--- src/rtl/trig_pkg.sv ---
package trig_pkg;

  // Writable control fields; packed MSB first so bit 0 is the load enable.
  typedef struct packed {
    logic       sel_data;
    logic [3:0] action;
    logic       chain;
    logic [3:0] match_mode;
    logic       en_m;
    logic       en_h;
    logic       en_s;
    logic       en_u;
    logic       execute;
    logic       store;
    logic       load;
  } trig_ctl_t;

  localparam int CTL_W     = $bits(trig_ctl_t);
  localparam int TYPE_W    = 4;
  localparam int MMAX_W    = 6;
  localparam logic [TYPE_W-1:0] TYPE_VAL = 4'd2;

  typedef enum logic [1:0] {
    REG_SEL  = 2'd0,
    REG_CTL  = 2'd1,
    REG_CMP  = 2'd2,
    REG_NONE = 2'd3
  } reg_sel_e;

  function automatic trig_ctl_t ctl_from_word(input logic [CTL_W-1:0] w);
    return trig_ctl_t'(w);
  endfunction

  function automatic logic [CTL_W-1:0] word_from_ctl(input trig_ctl_t c);
    return CTL_W'(c);
  endfunction

endpackage

--- src/rtl/trig_slot.sv ---
module trig_slot
  import trig_pkg::*;
#(
  parameter int XLEN = 32
) (
  input  logic            clk,
  input  logic            rst_n,
  input  logic            wr_ctl,
  input  logic            wr_cmp,
  input  logic [XLEN-1:0] wdata,
  output trig_ctl_t       ctl_q,
  output trig_ctl_t       ctl_d,
  output logic [XLEN-1:0] cmp_q
);

  assign ctl_d = wr_ctl ? ctl_from_word(wdata[CTL_W-1:0]) : ctl_q;

  always_ff @(posedge clk or negedge rst_n) begin
    if (!rst_n) begin
      ctl_q <= '0;
      cmp_q <= '0;
    end else begin
      ctl_q <= ctl_d;
      if (wr_cmp) cmp_q <= wdata;
    end
  end

  // untargeted trigger keeps its contents
  assert_ctl_hold_R6: assert property (@(posedge clk) disable iff (!rst_n)
    !wr_ctl |=> $stable(ctl_q));
  assert_cmp_hold_R6: assert property (@(posedge clk) disable iff (!rst_n)
    !wr_cmp |=> $stable(cmp_q));

endmodule

--- src/rtl/trig_flags.sv ---
module trig_flags #(
  parameter int NTRIG = 4
) (
  input  logic             clk,
  input  logic             rst_n,
  input  logic             update,
  input  logic [NTRIG-1:0] exec_nxt,
  input  logic [NTRIG-1:0] load_nxt,
  input  logic [NTRIG-1:0] store_nxt,
  output logic             chk_fetch,
  output logic             chk_load,
  output logic             chk_store
);

  always_ff @(posedge clk or negedge rst_n) begin
    if (!rst_n) begin
      chk_fetch <= 1'b0;
      chk_load  <= 1'b0;
      chk_store <= 1'b0;
    end else if (update) begin
      chk_fetch <= |exec_nxt;
      chk_load  <= |load_nxt;
      chk_store <= |store_nxt;
    end
  end

  // flags move only on an accepted control write
  assert_flags_stable_R8: assert property (@(posedge clk) disable iff (!rst_n)
    !update |=> $stable({chk_fetch, chk_load, chk_store}));

endmodule

--- src/rtl/trig_bank.sv ---
module trig_bank
  import trig_pkg::*;
#(
  parameter int                XLEN     = 32,
  parameter int                NTRIG    = 4,
  parameter logic [MMAX_W-1:0] MASK_MAX = '0
) (
  input  logic            clk,
  input  logic            rst_n,
  input  logic            wr_en,
  input  logic [1:0]      wr_target,
  input  logic [XLEN-1:0] wr_data,
  input  logic [1:0]      rd_target,
  output logic [XLEN-1:0] rd_data,
  output logic            chk_fetch,
  output logic            chk_load,
  output logic            chk_store,
  output logic            flush_req
);

  localparam int IDX_W = (NTRIG > 1) ? $clog2(NTRIG) : 1;
  localparam int PAD_W = XLEN - TYPE_W - MMAX_W - CTL_W;

  logic [XLEN-1:0]  sel_q;
  logic [IDX_W-1:0] sel_idx;
  logic             sel_in_range;
  logic             ctl_wr_ok;
  logic             cmp_wr_ok;

  trig_ctl_t        ctl_q [NTRIG];
  trig_ctl_t        ctl_d [NTRIG];
  logic [XLEN-1:0]  cmp_q [NTRIG];
  logic [NTRIG-1:0] exec_nxt, load_nxt, store_nxt;

  assign sel_idx      = sel_q[IDX_W-1:0];
  assign sel_in_range = (sel_q < XLEN'(NTRIG));
  assign ctl_wr_ok    = wr_en && (wr_target == REG_CTL) && sel_in_range;
  assign cmp_wr_ok    = wr_en && (wr_target == REG_CMP) && sel_in_range;

  always_ff @(posedge clk or negedge rst_n) begin
    if (!rst_n) begin
      sel_q     <= '0;
      flush_req <= 1'b0;
    end else begin
      if (wr_en && wr_target == REG_SEL) sel_q <= wr_data;
      flush_req <= ctl_wr_ok;
    end
  end

  for (genvar i = 0; i < NTRIG; i++) begin : g_slot
    logic hit;
    assign hit = (sel_idx == IDX_W'(i));
    trig_slot #(.XLEN(XLEN)) slot_i (
      .clk    (clk),
      .rst_n  (rst_n),
      .wr_ctl (ctl_wr_ok && hit),
      .wr_cmp (cmp_wr_ok && hit),
      .wdata  (wr_data),
      .ctl_q  (ctl_q[i]),
      .ctl_d  (ctl_d[i]),
      .cmp_q  (cmp_q[i])
    );
    assign exec_nxt[i]  = ctl_d[i].execute;
    assign load_nxt[i]  = ctl_d[i].load;
    assign store_nxt[i] = ctl_d[i].store;
  end

  trig_flags #(.NTRIG(NTRIG)) flags_i (
    .clk       (clk),
    .rst_n     (rst_n),
    .update    (ctl_wr_ok),
    .exec_nxt  (exec_nxt),
    .load_nxt  (load_nxt),
    .store_nxt (store_nxt),
    .chk_fetch (chk_fetch),
    .chk_load  (chk_load),
    .chk_store (chk_store)
  );

  logic [XLEN-1:0] ctl_rd_word;
  assign ctl_rd_word = {TYPE_VAL, MASK_MAX, {PAD_W{1'b0}}, word_from_ctl(ctl_q[sel_idx])};

  always_comb begin
    case (reg_sel_e'(rd_target))
      REG_SEL: rd_data = sel_q;
      REG_CTL: rd_data = sel_in_range ? ctl_rd_word   : '0;
      REG_CMP: rd_data = sel_in_range ? cmp_q[sel_idx] : '0;
      default: rd_data = '0;
    endcase
  end

  // flush follows accepted control writes exactly
  assert_flush_on_write_R10: assert property (@(posedge clk) disable iff (!rst_n)
    ctl_wr_ok |=> flush_req);
  assert_flush_only_write_R10: assert property (@(posedge clk) disable iff (!rst_n)
    !ctl_wr_ok |=> !flush_req);
  // out-of-range select reads zero
  assert_oor_reads_zero_R7: assert property (@(posedge clk) disable iff (!rst_n)
    (!sel_in_range && (rd_target == REG_CTL || rd_target == REG_CMP)) |-> (rd_data == '0));
  // type field always reads 2
  assert_type_ro_R4: assert property (@(posedge clk) disable iff (!rst_n)
    (sel_in_range && rd_target == REG_CTL) |-> (rd_data[XLEN-1 -: TYPE_W] == 4'd2));

endmodule

--- config.mk ---
export PLATFORM = sky130hd
export DESIGN_NAME = trig_bank
export DESIGN_NICKNAME = d
export VERILOG_FILES = /design/src/rtl/trig_pkg.sv /design/src/rtl/trig_slot.sv /design/src/rtl/trig_flags.sv /design/src/rtl/trig_bank.sv
export SDC_FILE = /design/constraint.sdc
export NUM_CORES = 1
export LEC_CHECK = 0
export BUFFER_PORTS_ARGS = -buffer_cell sky130_fd_sc_hd__buf_2
export CORE_ASPECT_RATIO = 1.4
export CORE_UTILIZATION = 40
export DETAILED_ROUTE_END_ITERATION = 10
export PLACE_DENSITY = 0.64
export REMOVE_ABC_BUFFERS = 1
export SLEW_MARGIN = 10
export SYNTH_ARGS = -nofsm -noshare
export SYNTH_HDL_FRONTEND = slang
export SYNTH_SLANG_ARGS = --single-unit
--- constraint.sdc ---
create_clock -name clk -period 4.5 [get_ports clk]
set_input_delay 0 -clock clk [delete_from_list [all_inputs] [get_ports clk]]
set_output_delay 0 -clock clk [all_outputs]
set_load 0.02 [all_outputs]
# Word-level counts from Yosys, hierarchy flattened
# Index checks and enable logic that the tools add are counted.
# word_totals
word_cells	95
input_bits	39
register_bits	232
# op_classes
eq_ne	7
mux	13
bitwise	1
n_reduce_logical	19
n_lt_le_gt_ge	2
# ops
cell	n
$mux W32	3
$pmux W32 S3	1
$bmux W32 S2	1
$bmux W17 S2	1
$mux W17	2
$lt A32 B3 Y1 const B	1
$mux W30	1
$logic_and A1 B1 Y1	13
$mux W3	4
$reduce_or A4 Y1	3
$eq A2 B2 Y1 const B	4
$eq A2 B1 Y1 const B	3
$logic_not A2 Y1	3
$ge A3 B3 Y1 const B	1
$not A2 Y3	1

# Longest topological paths before layout
# logic_depth
ltp_word	6
depth_mapped	6
ltp_nobuf	4

# By module
# A second synthesis with hierarchy kept.
# unflattened
cells_unflattened	714
area_unflattened_um2	11566.1
# modules_own_cells
module	instances	seq_area_each_um2	area_per_inst_um2	cells_each
trig_slot	4	1226.2	2030.7	104
trig_bank	1	825.8	3304.4	286
trig_flags	1	75.1	138.9	12

# Worst setup path before layout
# No wires, ideal clock.
# synth_timing
path_type	register -> register
start	register sel_q[22]
end	register, netlist name g_slot[0].slot_i.ctl_q[1]
t_required_ns	4.372
stages_incl_launch_ff	6
setup_ns	0.128
synth_period_minus_slack_ns	2.276
arrival_ns	2.148
slack_ns	2.224
cell_sequence	dfrtp_1 -> nor4_2 -> nand4_4 -> nor4_4 -> buf_6 -> mux2_1
# synth_lines
item	line	source
from (decl)	trig_bank.sv:24	logic [XLEN-1:0] sel_q;
from (signal assigned)	trig_bank.sv:45	if (wr_en && wr_target == REG_SEL) sel_q <= wr_data;

# Worst setup path in the final report
# layout_timing
start	register sel_q[22]
end	output port rd_data[24]
# layout_via
elab_chain_len	3
# layout_lines
item	line	source
$lt A32 B3 Y1	trig_bank.sv:36	assign sel_in_range = (sel_q < XLEN'(NTRIG));
$mux W32	trig_bank.sv:87	REG_CMP: rd_data = sel_in_range ? cmp_q[sel_idx] : '0;
$pmux W32 S3	trig_bank.sv:84	case (reg_sel_e'(rd_target))
to (decl)	trig_bank.sv:14	output logic [XLEN-1:0] rd_data,
# Every way passes these cells.

==> qor.yml <==
status:
  status: "completed"
timing:
  fmaxAchievable_mhz: 286
  fin_crit_sh_pct: 77.6
  fin_skew_ns: 0.0133
  setup-tns-final_ns: 0
  slew-limit-headroom_pct: 42.2
  period_minus_slack_ns: 3.49
  rsz0062_at_grt: "no"
  maxSlewViolCount: 0
  tightest_slew_ns: 0.866
  setup_viol: 0
  hold_viol_final: 0
worst_hold_path:
  min_path_type: "in -> async"
route:
  drc: 0
  drt_iter0_drc: 345
  wl_per_cell_um: 22.1
  drt-total-wl_um: 25500
  vias: 6366
  ant_nets: 0
  drtPass1Iterations: 4
  viasPerCell: 5.52
critical_path:
  regToRegSetupSlack_ns: 1.27
  cp.required_ns: 4.50
  crit_path_frequent_cell: "buf_4"
  regToRegStartpoint: "sel_q[22]$_DFFE_PN0P_"
  cp_top_family: "simple AND/OR/NAND/NOR gates"
  path_depth: 7
  crit_chain: "nor4_2, nand4_4, buf_4, nor4_4, buf_4, a22o_1, buf_2"
  cp-startpoint: "sel_q[22]$_DFFE_PN0P_"
  cp-endpoint: "rd_data[24]"
  critPathMaxFanout: 32
  start_kind: "flip-flop"
  crit_type: "reg -> out"
  r2r-end: "g_slot[3].slot_i.cmp_q[18]$_DFFE_PN0P_"
  worstPathArrival_ns: 3.49
  end_kind: "primary output"
  cpPeakStageDelay_ns: 0.63
  r2r_cells: 6
  crit_slowest_cell: "nor4_2"
  path_buf_inv: 3
synth:
  avgSynthCellArea_um2: 16.1
  synth-compound-area-share_pct: 2.80
  ys_ff_latch: 232
  synth_edf_count: 0
  synthSimpleGateAreaFrac_pct: 6.46
  synth_largest_area_cell: "dfrtp_1"
  synth_top_family_by_area: "multiplexers"
  syn-instance-count: 675
  seq_area_frac_synth_pct: 53.5
  synth_top_area_share_pct: 53.5
  synth_common_cells: "dfrtp_1, mux2_2, mux2_1"
  synth.most_common_cell: "dfrtp_1"
  synth_xor_area_share_pct: 0
  ys_top_cells_by_area: "dfrtp_1, mux2_2, mux4_2"
  postSynth.topFlopCell: "dfrtp_1"
  syn_area_um2: 10800
  yosys.area_share.adder_pct: 0
  yosys_warnings: 0
  async_reset_ff_share_pct: 100
  synth_mux_area_share_pct: 34.8
  ys_types: 29
pwr:
  p_leak_nw: 6.09
  power_mw: 4.94
  power.switching_mw: 1.21
  power.share.clock_pct: 41.8
  ir_drop_uv: 267
  p_sw_share_pct: 24.4
  p_per_area_nw_per_um2: 388
  pwr-share-comb_pct: 11.4
  pwr-share-seq_pct: 46.8
  intPower_mw: 3.74
floorplanning:
  io_pins: 75
  placementRows: 70
  initial_utilization_pct: 41.1
  die_area_um2: 27800
  fp.dieW_um: 141
  die_h_um: 197
  core_um2: 26400
place:
  io_buffers: 74
  place.gp.congestion: 0.734
  dp_cells: 1080
  hpwlAfterDp_um: 15900
global_routing:
  track_usage_pct: 19.2
  overflow: 0
  grt_pass1_wl_um: 41000
  antenna_found_initial: 0
  grt_pass1_vias: 7223
  grt_max_degree: 129
layout:
  n_fill_cell: 2260
  fin_cells: 1154
  antenna_cells: 0
  area_delta_synth_final_pct: 17.4
  final_net_count: 817
  drive_above_1_share_pct: 48.7
clocking:
  cts_sinks: 232
  cts_buffer_depth: 3
  hold_buffers: 33
  cts_inserted_buffers: 23
  post_cts_resized: 0
  clock_latency_ns: 0.51
  clock_tree.root_cell: "clkbuf_16"
  path_clk_slew_ns: 0.06
  cts-htree-levels: 1
  cts_setup_buffers: 0
  cts_tree: "built"
job:
  drv_cap: 0
## per-layer routing
metal	up-vias	GRT usage [%]	wire, um
met2	125	35.4	13700
met1	3415	23.1	10200
met3	38	2.55	955
met5	-	0	0
li1	2788	-	-
met4	0	5.96	630
## registers in the layout, summed over array words and instances, names as in the netlist
register,cells
g_slot.slot_i.cmp_q,128
flush_req,1
flags_i.chk_store,1
sel_q,32
g_slot.slot_i.ctl_q,68
flags_i.chk_fetch,1
flags_i.chk_load,1
## power groups by stage
stage               sequential, mW  clock, mW  combinational (mW)
detailed placement            2.36          0               0.549
global route                  2.33       2.18               0.609
floorplan                     2.35          0               0.326
CTS                           2.32       2.11               0.574
finish                        2.31       2.06               0.565
global placement              2.35          0               0.535
## final cells by class
class                      count  area [um2]  area share (%)
clock buffer                  32         669            5.26
clock inverter                 9         148            1.16
inverter                       2        7.51          0.0590
multi-input combinational    394        4790            37.6
sequential                   232        5810            45.6
tap                          360         450            3.54
timing repair buffer         125         858            6.74
## how the worst min path moves through the flow
stage / slack [ns] / to / startpoint
CTS: 0.16 / g_slot[2].slot_i.cmp_q[9]$_DFFE_PN0P_ / rst_n
floorplan: -0.30 / flags_i.chk_fetch$_DFFE_PN0P_ / rst_n
finish: 0.12 / g_slot[3].slot_i.cmp_q[8]$_DFFE_PN0P_ / rst_n
global route: 0.22 / g_slot[2].slot_i.cmp_q[8]$_DFFE_PN0P_ / rst_n
global placement: 0.08 / g_slot[1].slot_i.cmp_q[31]$_DFFE_PN0P_ / rst_n
detailed placement: 0.10 / g_slot[2].slot_i.cmp_q[8]$_DFFE_PN0P_ / rst_n
## logic make-up after synthesis
kind of cell | Yosys count
mux | 286
flops | 232
buf+inv | 49
compound gates | 35
simple gates | 73
## cells in the final DEF, fill, tap and decap left out, drive strengths merged
cell type	count
nand4	2
nand2b	2
nor3	2
nor4	23
clkinv	4
o31ai	3
clkbuf	32
and2	17
clkinvlp	1
inv	2
bufinv	4
a221o	1
mux4	49
nor4b	19
nand2	2
dfrtp	232
dlygate4sd3	33
nand3b	2
mux2i	3
mux2	234
or2	1
buf	92
nor2	2
nor3b	1
a211o	17
a22o	14
## per-stage QoR
stage | hold WS (ns) | utilization [%] | setup slack (ns) | cell area [um2]
4_1_cts | 0.157 | 48.3 | 1.00 | 12700
3_5_place_dp | 0.104 | 43.9 | 1.28 | 11600
5_1_grt | 0.220 | 48.3 | 0.858 | 12700
2_1_floorplan | -0.296 | - | 0.171 | 10600
6_report | 0.119 | 48.3 | 1.01 | 12700
3_3_place_gp | 0.0777 | 43.9 | 1.32 | 11600
## worst register-to-register path: stages (launching register included)
cell     delay (ns)
dfrtp_1        0.41
nor4_2         0.63
nand4_4        0.48
buf_4          0.35
nor4_4         0.27
buf_4          0.55
mux2_2         0.44
No activity file was read; power rests on OpenSTA's default activity.
